### src/rtl/booth4_pkg.sv
package booth4_pkg;

    // Control lines of one radix-4 digit
    typedef struct packed {
        logic neg;   // subtract the selected multiple
        logic zero;  // row contributes nothing
        logic two;   // select 2A instead of A
    } bdigit_t;

    // Decode a window {b[2i+1], b[2i], b[2i-1]} into control lines
    function automatic bdigit_t bdecode(input logic [2:0] win);
        bdigit_t d;
        d.zero = (win == 3'b000) || (win == 3'b111);
        d.two  = (win == 3'b011) || (win == 3'b100);
        d.neg  = win[2] & ~d.zero;
        return d;
    endfunction

endpackage

### src/rtl/booth4_enc.sv
module booth4_enc
    import booth4_pkg::*;
#(
    parameter int WIDTH = 8
) (
    input  logic [WIDTH-1:0]  mplr,
    output bdigit_t           digits [WIDTH/2]
);
    localparam int ROWS = WIDTH / 2;

    for (genvar i = 0; i < ROWS; i++) begin : g_digit
        logic [2:0] win;
        if (i == 0) begin : g_first
            assign win = {mplr[1], mplr[0], 1'b0};
        end else begin : g_rest
            assign win = {mplr[2*i+1], mplr[2*i], mplr[2*i-1]};
        end
        assign digits[i] = bdecode(win);
    end

endmodule

### src/rtl/booth4_row.sv
module booth4_row
    import booth4_pkg::*;
#(
    parameter int WIDTH = 8,
    parameter int IDX   = 0
) (
    input  logic [WIDTH-1:0]    mcand,
    input  bdigit_t             dig,
    output logic [2*WIDTH-1:0]  term,
    output logic                corr
);
    localparam int P   = 2 * WIDTH;
    localparam int RW  = WIDTH + 2;     // row width after sign extension
    localparam int SH  = 2 * IDX;       // row weight

    logic [RW-1:0] ax;
    logic [RW-1:0] mult;
    logic [RW-1:0] row;
    logic [RW-1:0] body;

    always_comb begin
        ax   = {{2{mcand[WIDTH-1]}}, mcand};
        if (dig.zero) begin
            mult = '0;
        end else if (dig.two) begin
            mult = {ax[RW-2:0], 1'b0};
        end else begin
            mult = ax;
        end
        row  = dig.neg ? ~mult : mult;
        // low bits of the row plus its inverted sign; the shared bias
        // supplies the remaining weight of the sign
        body = {~row[RW-1], row[RW-2:0]};
        term = {{(P-RW){1'b0}}, body} << SH;
        corr = dig.neg;
    end

endmodule

### src/rtl/booth4_sum.sv
module booth4_sum #(
    parameter int WIDTH = 8
) (
    input  logic [WIDTH/2-1:0][2*WIDTH-1:0] terms,
    input  logic [WIDTH/2-1:0]              corr,
    output logic [2*WIDTH-1:0]              total
);
    localparam int P    = 2 * WIDTH;
    localparam int ROWS = WIDTH / 2;

    function automatic logic [P-1:0] calc_bias();
        logic [P-1:0] c;
        c = '0;
        for (int i = 0; i < ROWS; i++) begin
            c = c - (P'(1) << (WIDTH + 1 + 2 * i));
        end
        return c;
    endfunction

    localparam logic [P-1:0] BIAS = calc_bias();

    logic [P-1:0] cvec;
    logic [P-1:0] acc [ROWS+1];

    always_comb begin
        cvec = '0;
        for (int i = 0; i < ROWS; i++) begin
            cvec[2*i] = corr[i];
        end
    end

    assign acc[0] = BIAS + cvec;

    for (genvar i = 0; i < ROWS; i++) begin : g_chain
        assign acc[i+1] = acc[i] + terms[i];
    end

    assign total = acc[ROWS];

endmodule

### src/rtl/booth4_mult.sv
module booth4_mult
    import booth4_pkg::*;
#(
    parameter int WIDTH   = 8,
    parameter bit OUT_REG = 1'b1
) (
    input  logic                clk,
    input  logic                rst_n,
    input  logic [WIDTH-1:0]    a_i,
    input  logic [WIDTH-1:0]    b_i,
    output logic [2*WIDTH-1:0]  prod_o
);
    localparam int P    = 2 * WIDTH;
    localparam int ROWS = WIDTH / 2;

    typedef struct packed {
        logic [P-1:0] prod;
    } pipe_t;

    bdigit_t                   digits [ROWS];
    logic [ROWS-1:0][P-1:0]    terms;
    logic [ROWS-1:0]           corr;
    logic [P-1:0]              sum_w;
    pipe_t                     st_d;

    booth4_enc #(.WIDTH(WIDTH)) u_enc (
        .mplr   (b_i),
        .digits (digits)
    );

    for (genvar i = 0; i < ROWS; i++) begin : g_row
        booth4_row #(.WIDTH(WIDTH), .IDX(i)) u_row (
            .mcand (a_i),
            .dig   (digits[i]),
            .term  (terms[i]),
            .corr  (corr[i])
        );
    end

    booth4_sum #(.WIDTH(WIDTH)) u_sum (
        .terms (terms),
        .corr  (corr),
        .total (sum_w)
    );

    always_comb begin
        st_d      = '0;
        st_d.prod = sum_w;
    end

    if (OUT_REG) begin : g_reg
        pipe_t st_q;
        always_ff @(posedge clk or negedge rst_n) begin
            if (!rst_n) begin
                st_q <= '0;
            end else begin
                st_q <= st_d;
            end
        end
        assign prod_o = st_q.prod;
    end else begin : g_comb
        assign prod_o = st_d.prod;
    end

endmodule

### config.mk
export PLATFORM = sky130hd
export DESIGN_NAME = booth4_mult
export DESIGN_NICKNAME = d
export VERILOG_FILES = /design/src/rtl/booth4_pkg.sv /design/src/rtl/booth4_enc.sv /design/src/rtl/booth4_row.sv /design/src/rtl/booth4_sum.sv /design/src/rtl/booth4_mult.sv
export SDC_FILE = /design/constraint.sdc
export NUM_CORES = 1
export LEC_CHECK = 0
export CORE_MARGIN = 1
export CORE_UTILIZATION = 56
export DETAILED_ROUTE_END_ITERATION = 8
export GPL_ROUTABILITY_DRIVEN = 1
export GPL_TIMING_DRIVEN = 0
export PLACE_DENSITY = 0.81
export SYNTH_ARGS = -nofsm -noshare
export SYNTH_HDL_FRONTEND = slang
export SYNTH_SLANG_ARGS = --single-unit
### constraint.sdc
create_clock -name clk -period 0.8 [get_ports clk]
set_input_delay 0.12 -clock clk [delete_from_list [all_inputs] [get_ports clk]]
set_output_delay 0.12 -clock clk [all_outputs]
set_load 0.02 [all_outputs]
==> results of run 1 <==
cell usage after synthesis:
cell,number
a211o_1,1
a211oi_1,7
a21boi_0,1
a21o_1,5
a21oi_1,14
a21oi_2,1
a221o_1,2
a221oi_1,7
a22oi_1,8
a31oi_1,1
and2_1,2
and3_1,1
and3_2,1
and4_1,1
and4_2,1
buf_1,3
buf_2,5
clkbuf_1,10
dfrtp_1,16
fa_1,15
ha_1,32
inv_1,27
mux2i_1,4
nand2_1,22
nand2b_1,5
nand3_1,7
nand3b_1,1
nand4_1,2
nor2_1,29
nor2b_1,4
nor3_1,1
nor3b_1,2
nor4_1,1
o21a_1,1
o21ai_0,16
o221ai_1,2
o22ai_1,1
o311ai_0,1
o41ai_1,1
xnor2_1,18
xor2_1,18
repair_timing:
action                     CTS
setup buffers               50
gates resized for setup    242
pin swaps                   54
hold endpoints to repair     0
setup endpoints to repair   31
cells by family after synthesis:
| logic type | synth area share |
|---|---|
| compound gates | 0.1871 |
| xor+xnor | 0.1278 |
| fa+ha+maj | 0.2840 |
| buf+inv | 0.07099 |
| flops | 0.1623 |
| mux | 0.01623 |
| simple gates | 0.1516 |
metrics by stage:
stage               instances  hold WS [ns]  area (sq um)  setup TNS, ns
detailed placement        376        0.5731          3104         -48.15
floorplan                 297       -0.1756          2751         -28.40
global placement          376        0.5646          3104         -47.11
CTS                       429        0.1522          3944         -28.93
==> impl_metrics.ini, run 1 <==
[place]
io_buffers = 29
globalplace.congestion = 0.9252
dp_hpwl_mm = 4.710
preCtsSetupSlack_ns = -3.605

[outcome]
status = did not finish
stop_stage = global routing (5_1_grt)
error = [ERROR DPL-0038] Utilization greater than 100%, impossible to legalize

[logic_synthesis]
synth_area_sq_mm = 0.002467
yosysUniqueCellTypes = 41
netlist.top_cell.by_area = dfrtp_1
syn_inst = 297
synth.top_cell.area_share = 0.1623
syn_area_per_cell_sq_um = 8.308
yosysWarnings = 0
ys_seq_area_frac = 0.1623
synthTopCellsByArea = dfrtp_1 (16%), ha_1 (16%), fa_1 (12%), xnor2_1 (6.4%), xor2_1 (6.4%)
synth_seq_cells = 16
synth_fp_nets = 362

[clock_tree]
numClockSinks = 16
cts_buffer_depth = 2
cts_buffers = 3
postCtsHoldBufs = 0
root_buffer = clkbuf_8
htree_levels = 1

[timing]
worst_endpoint_kind = register data pin
crit_endpoint = prod_o[14]$_DFF_PN0_/D

[floorplan]
die_h_um = 68.38
io_pins = 34
num_rows = 23
die_w_um = 68.38
start_util = 0.5996

[global_route]
grt_start_max_net_pins = 17
==> inputs of run 2 (changes only) <==
--- a/config.mk
+++ b/config.mk
@@ -6,11 +6,11 @@
 export NUM_CORES = 1
 export LEC_CHECK = 0
 export CORE_MARGIN = 1
-export CORE_UTILIZATION = 56
+export CORE_UTILIZATION = 40
 export DETAILED_ROUTE_END_ITERATION = 8
 export GPL_ROUTABILITY_DRIVEN = 1
 export GPL_TIMING_DRIVEN = 0
-export PLACE_DENSITY = 0.81
+export PLACE_DENSITY_LB_ADDON = 0.15
 export SYNTH_ARGS = -nofsm -noshare
 export SYNTH_HDL_FRONTEND = slang
 export SYNTH_SLANG_ARGS = --single-unit
==> impl_metrics.ini, run 2 <==
[place]
dp_hpwl_mm = 4.560
io_buffers = 29
placement.cell_area_sq_mm = 0.003136
globalplace.congestion = 0.8423
dpl.cell_count = 401

[timing]
finalSetupTns_ns = -30.01
fin_crit_ns = 3.471
holdWs_ns = -0.1009
hold_viol_final = 16
setup_viol = 30
fin_ws_ns = -2.671
final.period_utilization = 4.338
rsz0062_at_grt = yes
worst_pin_slew_ns = 0.6972
relSlewSlack = 0.5345
fmax_mhz = 288.1
maxSlewViolCount = 0

[logic_synthesis]
synth_fp_nets = 362
synthArstFlopShare = 1.000
synthFlopType = dfrtp_1
synth_area_sq_mm = 0.002467
yosysMostFrequentCell = ha_1
synth_common_cells = ha_1 (32), nor2_1 (29), inv_1 (27)
yosysWarnings = 0
yosysUniqueCellTypes = 41
ys_seq_area_frac = 0.1623
synthTopCellsByArea = dfrtp_1 (16%), ha_1 (16%), fa_1 (12%), xnor2_1 (6.4%), xor2_1 (6.4%)
synth.top_cell.area_share = 0.1623
synth_seq_cells = 16
synth_edf_count = 0
syn_inst = 297
syn_area_per_cell_sq_um = 8.308
netlist.top_cell.by_area = dfrtp_1

[setup_path]
crit_top_cell = fa_1
crit_buf_inv = 3
max_stage_delay_ns = 0.52
startpoint_type = primary input
worst-setup-path-type = primary input to flip-flop
cpMaxStageDelayCell = fa_1
worst_setup_path_end_kind = flip-flop
crit_fanout = 8
cpLargestDelayFamily = adder cells
path_cells = clkbuf_16 > buf_12 > xnor2_4 > nor2_2 > a211oi_4 > fa_1 > fa_1 > inv_1 > fa_1 > ha_4 > o21ai_4 > a221oi_4 > a221o_1 > a21oi_2 > xnor2_1
arrival_ns = 3.61
crit_required_ns = 0.94

[floorplan]
io_pins = 34
core_sq_mm = 0.005921
die_h_um = 80.54
num_rows = 28
die_w_um = 80.54
start_util = 0.4167
dieArea_sq_mm = 0.006487

[routing]
drt_iter0_drc = 135
drt_wl_total_mm = 8.786
postRouteAntennaNets = 0
vias = 2694
first_pass_iters = 5
viasPerCell = 5.806
drc = 0
wl_per_cell_um = 18.94

[power]
total_power_w = 0.01146
power.leakage_nw = 1.905
ir_worst_vdd_mv = 2.487
pwr_density_cell_mw_per_mm2 = 2668

[flow_run]
max_cap_viol_count = 0

[clock_tree]
htree_levels = 1
root_buffer = clkbuf_8
cts_tree = yes
clk_pin_slew_ns = 0.06
postCtsHoldBufs = 0
cts_buffers = 3
cts_buffer_depth = 2
numClockSinks = 16

[outcome]
violations = hold timing, setup timing
status = finished with violations

[cells_and_area]
fin_cells = 464
multi_input_comb_area_sq_mm = 0.002576
nFillCells = 377
seqCellArea_sq_um = 400.4
layout-drive-gt1-share = 0.5090
final_common_cell = buf_4
n_antenna_cell = 0
mostFrequentLayoutCells = buf_4 (45), buf_6 (39), inv_1 (22), ha_1 (19), dfrtp_1 (16)
finalInstanceArea_sq_mm = 0.004298
largest_reg_flops = 16
final_nets = 455
syn_to_final_growth_pct = 74.19

[global_route]
track_usage = 0.2312
grt_pass1_vias = 2437
grt_overflow = 0
antenna_found_initial = 0
grt_start_max_net_pins = 17
grt_pass1_wl_mm = 11.52

[min_path]
hp-class = primary input to async pin
-- run 2: cell counts after synthesis --
Identical to the previous run, type by type.
-- run 2: report_power, final --
| part | switching (W) | internal [W] | total [W] |
|---|---|---|---|
| combinational | 0.00465 | 0.00473 | 0.00938 |
| clock | 0.000275 | 0.000437 | 0.000712 |
| sequential | 0.000149 | 0.00122 | 0.00137 |
-- run 2: per-stage QoR --
step | worst slack (ns) | utilization
after floorplan | -2.656 | -
after global placement | -3.690 | 0.5296
after detailed placement | -3.640 | 0.5296
after CTS | -2.595 | 0.6653
after global routing | -2.773 | 0.7259
final | -2.671 | 0.7259
-- run 2: cell type report --
type                    instances  area share
multi-input cells             236      0.5994
plain buffers                  16     0.05124
flip-flops and latches         16     0.09316
clock buffers                   4     0.01281
well taps                      75     0.02183
repair buffers                 90      0.1980
inverters                      27     0.02358
-- run 2: cells by family after synthesis --
family | Yosys count | share of synthesized area
compound gates | 69 | 0.1871
xor+xnor | 36 | 0.1278
fa+ha+maj | 47 | 0.2840
buf+inv | 45 | 0.07099
flops | 16 | 0.1623
mux | 4 | 0.01623
simple gates | 80 | 0.1516
-- run 2: worst max path at each step --
stage	from	end	slack [ns]	depth (start not counted)
after floorplan	b_i[3]	prod_o[14]$_DFF_PN0_	-2.66	16
after global placement	b_i[2]	prod_o[14]$_DFF_PN0_	-3.69	16
after detailed placement	b_i[2]	prod_o[14]$_DFF_PN0_	-3.64	16
after CTS	b_i[3]	prod_o[14]$_DFF_PN0_	-2.59	15
after global routing	b_i[3]	prod_o[14]$_DFF_PN0_	-2.77	15
final	b_i[3]	prod_o[14]$_DFF_PN0_	-2.67	15
-- run 2: routing by layer --
metal | wire (um) | share of wire | GRT usage
met1 | 3402 | 0.39 | 0.3009
met2 | 4501 | 0.51 | 0.3983
met3 | 453 | 0.052 | 0.02500
met4 | 428 | 0.049 | 0.06786
met5 | 0 | 0 | 0
-- run 2: timing repair --
action                                  CTS  global route
pin swaps                                59            32
gates resized for setup                 243            54
hold endpoints to repair                  0            16
endpoints found under the setup margin   31            47
buffers inserted                         48            15
Note: power is estimated with default switching activity, not from simulation.
